<file path="src/rtl/nfp_pkg.sv">
package nfp_pkg;
  // Source of the next fetch address, in priority order (highest last)
  typedef enum logic [1:0] {
    SRC_SEQ = 2'd0,
    SRC_BTB = 2'd1,
    SRC_DEC = 2'd2,
    SRC_RES = 2'd3
  } nxt_src_e;
endpackage

</file>
<file path="src/rtl/nfp_btb.sv">
module nfp_btb #(
  parameter int unsigned XLEN = 32
) (
  input  logic            clk,
  input  logic            rst_n,
  input  logic [XLEN-1:0] lk_pc,
  output logic            lk_hit,
  output logic [XLEN-1:0] lk_target,
  input  logic            wr_en,
  input  logic [XLEN-1:0] wr_pc,
  input  logic [XLEN-1:0] wr_target
);
  logic            ent_valid;
  logic [XLEN-1:0] ent_pc;
  logic [XLEN-1:0] ent_target;

  always_ff @(posedge clk) begin
    if (!rst_n) begin
      ent_valid  <= 1'b0;
      ent_pc     <= '0;
      ent_target <= '0;
    end else if (wr_en) begin
      ent_valid  <= 1'b1;
      ent_pc     <= wr_pc;
      ent_target <= wr_target;
    end
  end

  assign lk_hit    = ent_valid && (ent_pc == lk_pc);
  assign lk_target = ent_target;


  btb_overwrite_chk: assert property (@(posedge clk) disable iff (!rst_n)
    wr_en |=> (lk_pc != $past(wr_pc)) || (lk_hit && lk_target == $past(wr_target)));
endmodule

</file>
<file path="src/rtl/nfp_static_dir.sv">
module nfp_static_dir #(
  parameter int unsigned XLEN   = 32,
  parameter int unsigned DISP_W = 12,
  parameter int unsigned ILEN   = 4
) (
  input  logic              d_valid,
  input  logic [XLEN-1:0]   d_pc,
  input  logic              d_is_cond,
  input  logic [DISP_W-1:0] d_disp,
  input  logic              d_btb_hit,
  input  logic [XLEN-1:0]   d_btb_target,
  output logic              st_redirect,
  output logic [XLEN-1:0]   st_target,
  output logic              pred_taken,
  output logic [XLEN-1:0]   pred_target
);
  logic [XLEN-1:0] disp_ext;

  generate
    if (DISP_W < XLEN) begin : g_ext
      assign disp_ext = {{(XLEN-DISP_W){d_disp[DISP_W-1]}}, d_disp};
    end else begin : g_trunc
      assign disp_ext = d_disp[XLEN-1:0];
    end
  endgenerate

  logic backward;
  assign backward    = d_disp[DISP_W-1];
  assign st_target   = d_pc + disp_ext;
  assign st_redirect = d_valid && d_is_cond && backward && !d_btb_hit;
  assign pred_taken  = d_btb_hit || (d_is_cond && backward);

  always_comb begin
    if (d_btb_hit)               pred_target = d_btb_target;
    else if (d_is_cond && backward) pred_target = st_target;
    else                         pred_target = d_pc + XLEN'(ILEN);
  end
endmodule

</file>
<file path="src/rtl/nfp_resolve.sv">
module nfp_resolve #(
  parameter int unsigned XLEN = 32,
  parameter int unsigned ILEN = 4
) (
  input  logic            res_valid,
  input  logic [XLEN-1:0] res_pc,
  input  logic            res_taken,
  input  logic [XLEN-1:0] res_target,
  input  logic            res_pred_taken,
  input  logic [XLEN-1:0] res_pred_target,
  output logic            mispredict,
  output logic [XLEN-1:0] fix_pc,
  output logic            upd_en
);
  logic dir_wrong, tgt_wrong;
  assign dir_wrong  = res_taken != res_pred_taken;
  assign tgt_wrong  = res_taken && res_pred_taken && (res_target != res_pred_target);
  assign mispredict = res_valid && (dir_wrong || tgt_wrong);
  assign fix_pc     = res_taken ? res_target : res_pc + XLEN'(ILEN);
  assign upd_en     = res_valid && res_taken;
endmodule

</file>
<file path="src/rtl/nfp_next_fetch.sv">
module nfp_next_fetch
  import nfp_pkg::*;
#(
  parameter int unsigned  XLEN     = 32,
  parameter int unsigned  DISP_W   = 12,
  parameter int unsigned  ILEN     = 4,
  parameter logic [31:0]  RESET_PC = 32'h0000_0100
) (
  input  logic              clk,
  input  logic              rst_n,
  output logic              fetch_valid,
  input  logic              fetch_ready,
  output logic [XLEN-1:0]   fetch_pc,
  input  logic              dec_is_cond,
  input  logic [DISP_W-1:0] dec_disp,
  output logic              dx_valid,
  output logic [XLEN-1:0]   dx_pc,
  output logic              dx_pred_taken,
  output logic [XLEN-1:0]   dx_pred_target,
  input  logic              res_valid,
  input  logic [XLEN-1:0]   res_pc,
  input  logic              res_taken,
  input  logic [XLEN-1:0]   res_target,
  input  logic              res_pred_taken,
  input  logic [XLEN-1:0]   res_pred_target,
  output logic              redir_valid,
  output logic [XLEN-1:0]   redir_pc,
  output logic              flush
);
  localparam logic [XLEN-1:0] RST_ADDR = XLEN'(RESET_PC);
  localparam logic [XLEN-1:0] STEP     = XLEN'(ILEN);

  // fetch stage state
  logic            fv_q;
  logic [XLEN-1:0] pc_q;
  // decode stage state
  logic            dv_q;
  logic [XLEN-1:0] dpc_q;
  logic            dhit_q;
  logic [XLEN-1:0] dtgt_q;

  logic            btb_hit;
  logic [XLEN-1:0] btb_tgt;
  logic            mis, upd_en;
  logic [XLEN-1:0] fix_pc;
  logic            st_redir;
  logic [XLEN-1:0] st_tgt;
  logic            fire;
  nxt_src_e        src;
  logic [XLEN-1:0] next_pc;

  assign fire = fv_q && fetch_ready;

  nfp_btb #(.XLEN(XLEN)) u_btb (
    .clk(clk), .rst_n(rst_n),
    .lk_pc(pc_q), .lk_hit(btb_hit), .lk_target(btb_tgt),
    .wr_en(upd_en), .wr_pc(res_pc), .wr_target(res_target)
  );

  nfp_static_dir #(.XLEN(XLEN), .DISP_W(DISP_W), .ILEN(ILEN)) u_dir (
    .d_valid(dv_q), .d_pc(dpc_q), .d_is_cond(dec_is_cond), .d_disp(dec_disp),
    .d_btb_hit(dhit_q), .d_btb_target(dtgt_q),
    .st_redirect(st_redir), .st_target(st_tgt),
    .pred_taken(dx_pred_taken), .pred_target(dx_pred_target)
  );

  nfp_resolve #(.XLEN(XLEN), .ILEN(ILEN)) u_res (
    .res_valid(res_valid), .res_pc(res_pc), .res_taken(res_taken),
    .res_target(res_target), .res_pred_taken(res_pred_taken),
    .res_pred_target(res_pred_target),
    .mispredict(mis), .fix_pc(fix_pc), .upd_en(upd_en)
  );

  always_comb begin
    src = SRC_SEQ;
    if (mis)                  src = SRC_RES;
    else if (st_redir)        src = SRC_DEC;
    else if (fire && btb_hit) src = SRC_BTB;
    unique case (src)
      SRC_RES: next_pc = fix_pc;
      SRC_DEC: next_pc = st_tgt;
      SRC_BTB: next_pc = btb_tgt;
      default: next_pc = pc_q + STEP;
    endcase
  end

  always_ff @(posedge clk) begin
    if (!rst_n) begin
      fv_q   <= 1'b0;
      pc_q   <= RST_ADDR;
      dv_q   <= 1'b0;
      dpc_q  <= '0;
      dhit_q <= 1'b0;
      dtgt_q <= '0;
    end else begin
      fv_q <= 1'b1;
      if (src == SRC_RES || src == SRC_DEC || fire) pc_q <= next_pc;
      dv_q <= fire && !mis && !st_redir;
      if (fire && !mis && !st_redir) begin
        dpc_q  <= pc_q;
        dhit_q <= btb_hit;
        dtgt_q <= btb_tgt;
      end
    end
  end

  assign fetch_valid = fv_q;
  assign fetch_pc    = pc_q;
  assign dx_valid    = dv_q && !mis;
  assign dx_pc       = dpc_q;
  assign redir_valid = mis || st_redir;
  assign redir_pc    = mis ? fix_pc : st_tgt;
  assign flush       = mis;


  reset_pc_chk: assert property (@(posedge clk) $rose(rst_n) |-> fetch_pc == RST_ADDR);

  stall_hold_chk: assert property (@(posedge clk) disable iff (!rst_n)
    (fetch_valid && !fetch_ready && !redir_valid) |=> $stable(fetch_pc) && !dx_valid);

  redir_follow_chk: assert property (@(posedge clk) disable iff (!rst_n)
    redir_valid |=> fetch_pc == $past(redir_pc) && !dx_valid);

  flush_redir_chk: assert property (@(posedge clk) disable iff (!rst_n)
    flush |-> redir_valid && !dx_valid);
endmodule

</file>
<file path="config.mk">
export PLATFORM = sky130hd
export DESIGN_NAME = nfp_next_fetch
export DESIGN_NICKNAME = d
export VERILOG_FILES = /design/src/rtl/nfp_pkg.sv /design/src/rtl/nfp_btb.sv /design/src/rtl/nfp_static_dir.sv /design/src/rtl/nfp_resolve.sv /design/src/rtl/nfp_next_fetch.sv
export SDC_FILE = /design/constraint.sdc
export NUM_CORES = 1
export LEC_CHECK = 0
export BUFFER_PORTS_ARGS = -buffer_cell sky130_fd_sc_hd__buf_2
export CAP_MARGIN = 20
export CELL_PAD_IN_SITES_DETAIL_PLACEMENT = 1
export CELL_PAD_IN_SITES_GLOBAL_PLACEMENT = 2
export CORE_MARGIN = 1
export CORE_UTILIZATION = 35
export DETAILED_ROUTE_END_ITERATION = 6
export GPL_TIMING_DRIVEN = 1
export PLACE_DENSITY_LB_ADDON = 0.1
export SLEW_MARGIN = 10
export SYNTH_ARGS = -nofsm -noshare
export SYNTH_HDL_FRONTEND = slang
export SYNTH_HIERARCHICAL = 1
export SYNTH_SLANG_ARGS = --single-unit
</file>
<file path="constraint.sdc">
create_clock -name clk -period 6 [get_ports clk]
set_input_delay 0 -clock clk [delete_from_list [all_inputs] [get_ports clk]]
set_output_delay 0 -clock clk [all_outputs]
set_load 0.02 [all_outputs]
</file>
==> flow_metrics.py <==
metrics = {
    "status": {
        "run_status": "finished clean",
    },
    "clocking": {
        "clk_latency_ns": 0.44,
        "clk_pin_slew_ns": 0.07,
        "cts.path.max_buffers": 2,
        "clkSinkCount": 164,
        "postCtsSetupRepairBufs": 0,
        "htreeDepth": 4,
        "cts_tree": "yes",
        "cts_made_buffers": 17,
        "cts-root-buf": "clkbuf_16",
    },
    "timing": {
        "worst_pin_slew_ns": 1.08,
        "fin_crit_ns": 4.30,
        "finalSetupViolations": 0,
        "fin_ws_ns": 1.70,
        "max_slew_margin_pct": 27.4,
        "drv_slew": 0,
        "finalSetupTns_ns": 0,
        "fmax_mhz": 233,
        "layout_worst_path_cycle_share_pct": 71.7,
        "hold_viol_final": 0,
        "finalClockSkew_ns": 0.0148,
        "rsz0062_at_grt": "no",
    },
    "layout": {
        "fin_nets": 1957,
        "regArea_um2": 3280,
        "final_common_cell": "nand2_1",
        "multi_input_area_um2": 8320,
        "final_area_um2": 14900,
        "areaGrowthSynthToFinish_pct": 23.7,
        "fill_cells": 4212,
        "most-common-layout-cells": "nand2_1 (262), buf_2 (246), dfxtp_1 (163), xor2_1 (109), o21ai_0 (83)",
        "fin_cells": 2268,
        "drive_above_1_share_pct": 20.1,
    },
    "floorplan": {
        "die_h_um": 188,
        "ios": 248,
        "start_util_pct": 35.7,
        "die-area_um2": 35200,
        "core_area_um2": 33700,
        "die-width_um": 188,
        "rows": 67,
    },
    "setup_path": {
        "endpoint_kind": "flip-flop",
        "start_kind": "input pin",
        "worstPathMaxFanout": 50,
        "crit_slowest_cell": "nor2_4",
        "arrival_ns": 4.66,
        "cp_data_required_time_ns": 6.36,
        "cp_cell_sequence": "dlygate4sd3_1 > buf_2 > xor2_1 > nor4_1 > nand4_1 > nor2_1 > o21ai_4 > nor2_2 > inv_1 > nor2_4 > buf_4 > nand2_1 > a21boi_0",
        "slowest_delay_ns": 0.69,
        "rrSetupSlack_ns": 1.95,
        "worstSetupPathType": "input pin to flip-flop",
    },
    "synth": {
        "ys_seq_area_share_pct": 27.3,
        "syn_inst": 1547,
        "ys_top_cells_by_area": "dfxtp_1 (27%), nand2_1 (8.2%), xor2_1 (7.9%)",
        "synth_edf_count": 0,
        "synth_area_um2": 12000,
        "synth_ff_type": "dfxtp_1",
        "ys_types": 76,
        "ys_async_sr_fraction_pct": 0,
        "synth_fp_nets": 1698,
        "yosysTopAreaCellShare_pct": 27.3,
        "synth-seq-cells": 164,
        "yosysTopAreaCell": "dfxtp_1",
        "ys_warn_count": 6,
        "synth.avg_cell_area_um2": 7.79,
    },
    "placed_design": {
        "place_area_um2": 13600,
        "dp_hpwl_um": 41300,
        "io_buffers": 247,
        "place_inst": 2171,
        "place_ws_ns": 1.83,
        "place.gp.congestion": 0.941,
    },
    "grt": {
        "grt_max_degree": 98,
        "antenna_found_initial": 3,
        "grt_pass1_vias": 12552,
        "grt_overflow": 0,
        "grt_usage_pct": 29.8,
        "grt_pass1_wl_um": 79200,
    },
    "route": {
        "drcViolationCount": 0,
        "vias": 12610,
        "drt-pass1-iter-count": 5,
        "drt-initial-drc-count": 1052,
        "antenna_left": 0,
        "wl_um": 53200,
        "avgRoutedWirePerCell_um": 23.5,
        "viasPerCell": 5.56,
    },
    "hold_path": {
        "hold_path_class": "input pin to flip-flop",
    },
    "run": {
        "max-cap-violations": 0,
    },
    "power": {
        "ir_drop_mv": 0.202,
        "p_per_area_nw_per_um2": 233,
        "total_power_mw": 3.47,
        "p_leak_nw": 6.21,
    },
}
cells by family (layout without fill, tap and decap cells):
group           after synthesis  count (layout)  share of synthesized area [%]
compound gates              359             359                           19.7
xor+xnor                    151             151                           11.0
fa+ha+maj                    36              36                           3.80
buf+inv                     112             383                           3.97
flops                       164             164                           27.3
mux                         114             114                           9.85
other cells                   0               2                              0
simple gates                611             611                           24.5
final timing paths:
path / start / end / cells after the start
worst max-delay path: res_target[30] / dx_pc[4]$_SDFFE_PN0P_ / 13
worst min-delay path: rst_n / fetch_valid$_DFF_P_ / 1
worst min register to register: dtgt_q[17]$_SDFFE_PN0P_ / dtgt_q[17]$_SDFFE_PN0P_ / 2
worst max register to register: fetch_pc[15]$_SDFFE_PN0P_ / fetch_pc[8]$_SDFFE_PN1P_ / 9
metal layers:
layer,up-vias,global-route usage [%],wire length (µm)
li1,5995,-,-
met1,6172,42.8,25700
met2,398,47.0,23900
met3,45,2.43,2240
met4,0,9.19,1330
met5,-,0,0
registers in the layout, indices dropped and copies added, names as in the netlist:
signal / cells
fetch_pc: 32
dv_q: 1
u_btb/ent_valid: 1
dhit_q: 1
fetch_valid: 1
u_btb/lk_target: 32
u_btb/ent_pc: 32
dx_pc: 32
dtgt_q: 32
cells in the mapped netlist (all sizes together), types with 8 or more instances:
| master | count |
|---|---|
| or3 | 8 |
| and3 | 17 |
| o22ai | 9 |
| nand4 | 31 |
| nand3 | 66 |
| ha | 35 |
| o211ai | 12 |
| mux2i | 78 |
| buf | 21 |
| nor2b | 71 |
| xnor2 | 42 |
| a211oi | 8 |
| nand2 | 264 |
| xor2 | 109 |
| inv | 26 |
| a21oi | 67 |
| o21ai | 109 |
| nor3 | 26 |
| a21boi | 66 |
| a31oi | 11 |
| dfxtp | 164 |
| clkbuf | 65 |
| mux2 | 36 |
| nor4 | 23 |
| nor2 | 73 |
| a21o | 18 |
per-stage QoR:
stage / utilization, % / hold slack (ns)
2_1_floorplan: - / 0.0277
5_1_grt: 44.2 / 0.170
3_3_place_gp: 40.4 / 0.294
6_report: 44.2 / 0.138
3_5_place_dp: 40.4 / 0.299
4_1_cts: 44.2 / 0.130
worst max-delay path: cells and delay by family:
family                 cells  cell delay, ns
AO/OA/AOI/OAI              2            0.28
XOR/XNOR                   1            0.22
buffers and inverters      4            1.76
AND/OR/NAND/NOR            6            2.36
layout make-up:
type	count	area share [%]
timing repair buffer	326	13.4
tap	448	3.76
sequential	164	22.0
clock buffer	19	3.04
multi-input combinational	1271	55.8
antenna	2	0.0336
inverter	26	0.655
clock inverter	12	1.29
power breakdown:
group	leakage, nW	total, mW	switching, mW	internal, mW
logic	4.56	0.957	0.604	0.353
clock network	0.311	1.23	0.499	0.728
registers	1.34	1.28	0.136	1.15
total	6.21	3.47	1.24	2.23
what timing repair did:
action / in CTS / in global routing
hold buffers: 64 / 0
hold endpoints to repair: 64 / 0
setup endpoints to repair: 0 / 0
resized for setup: 0 / 0
(Power assumes the default switching activity.)
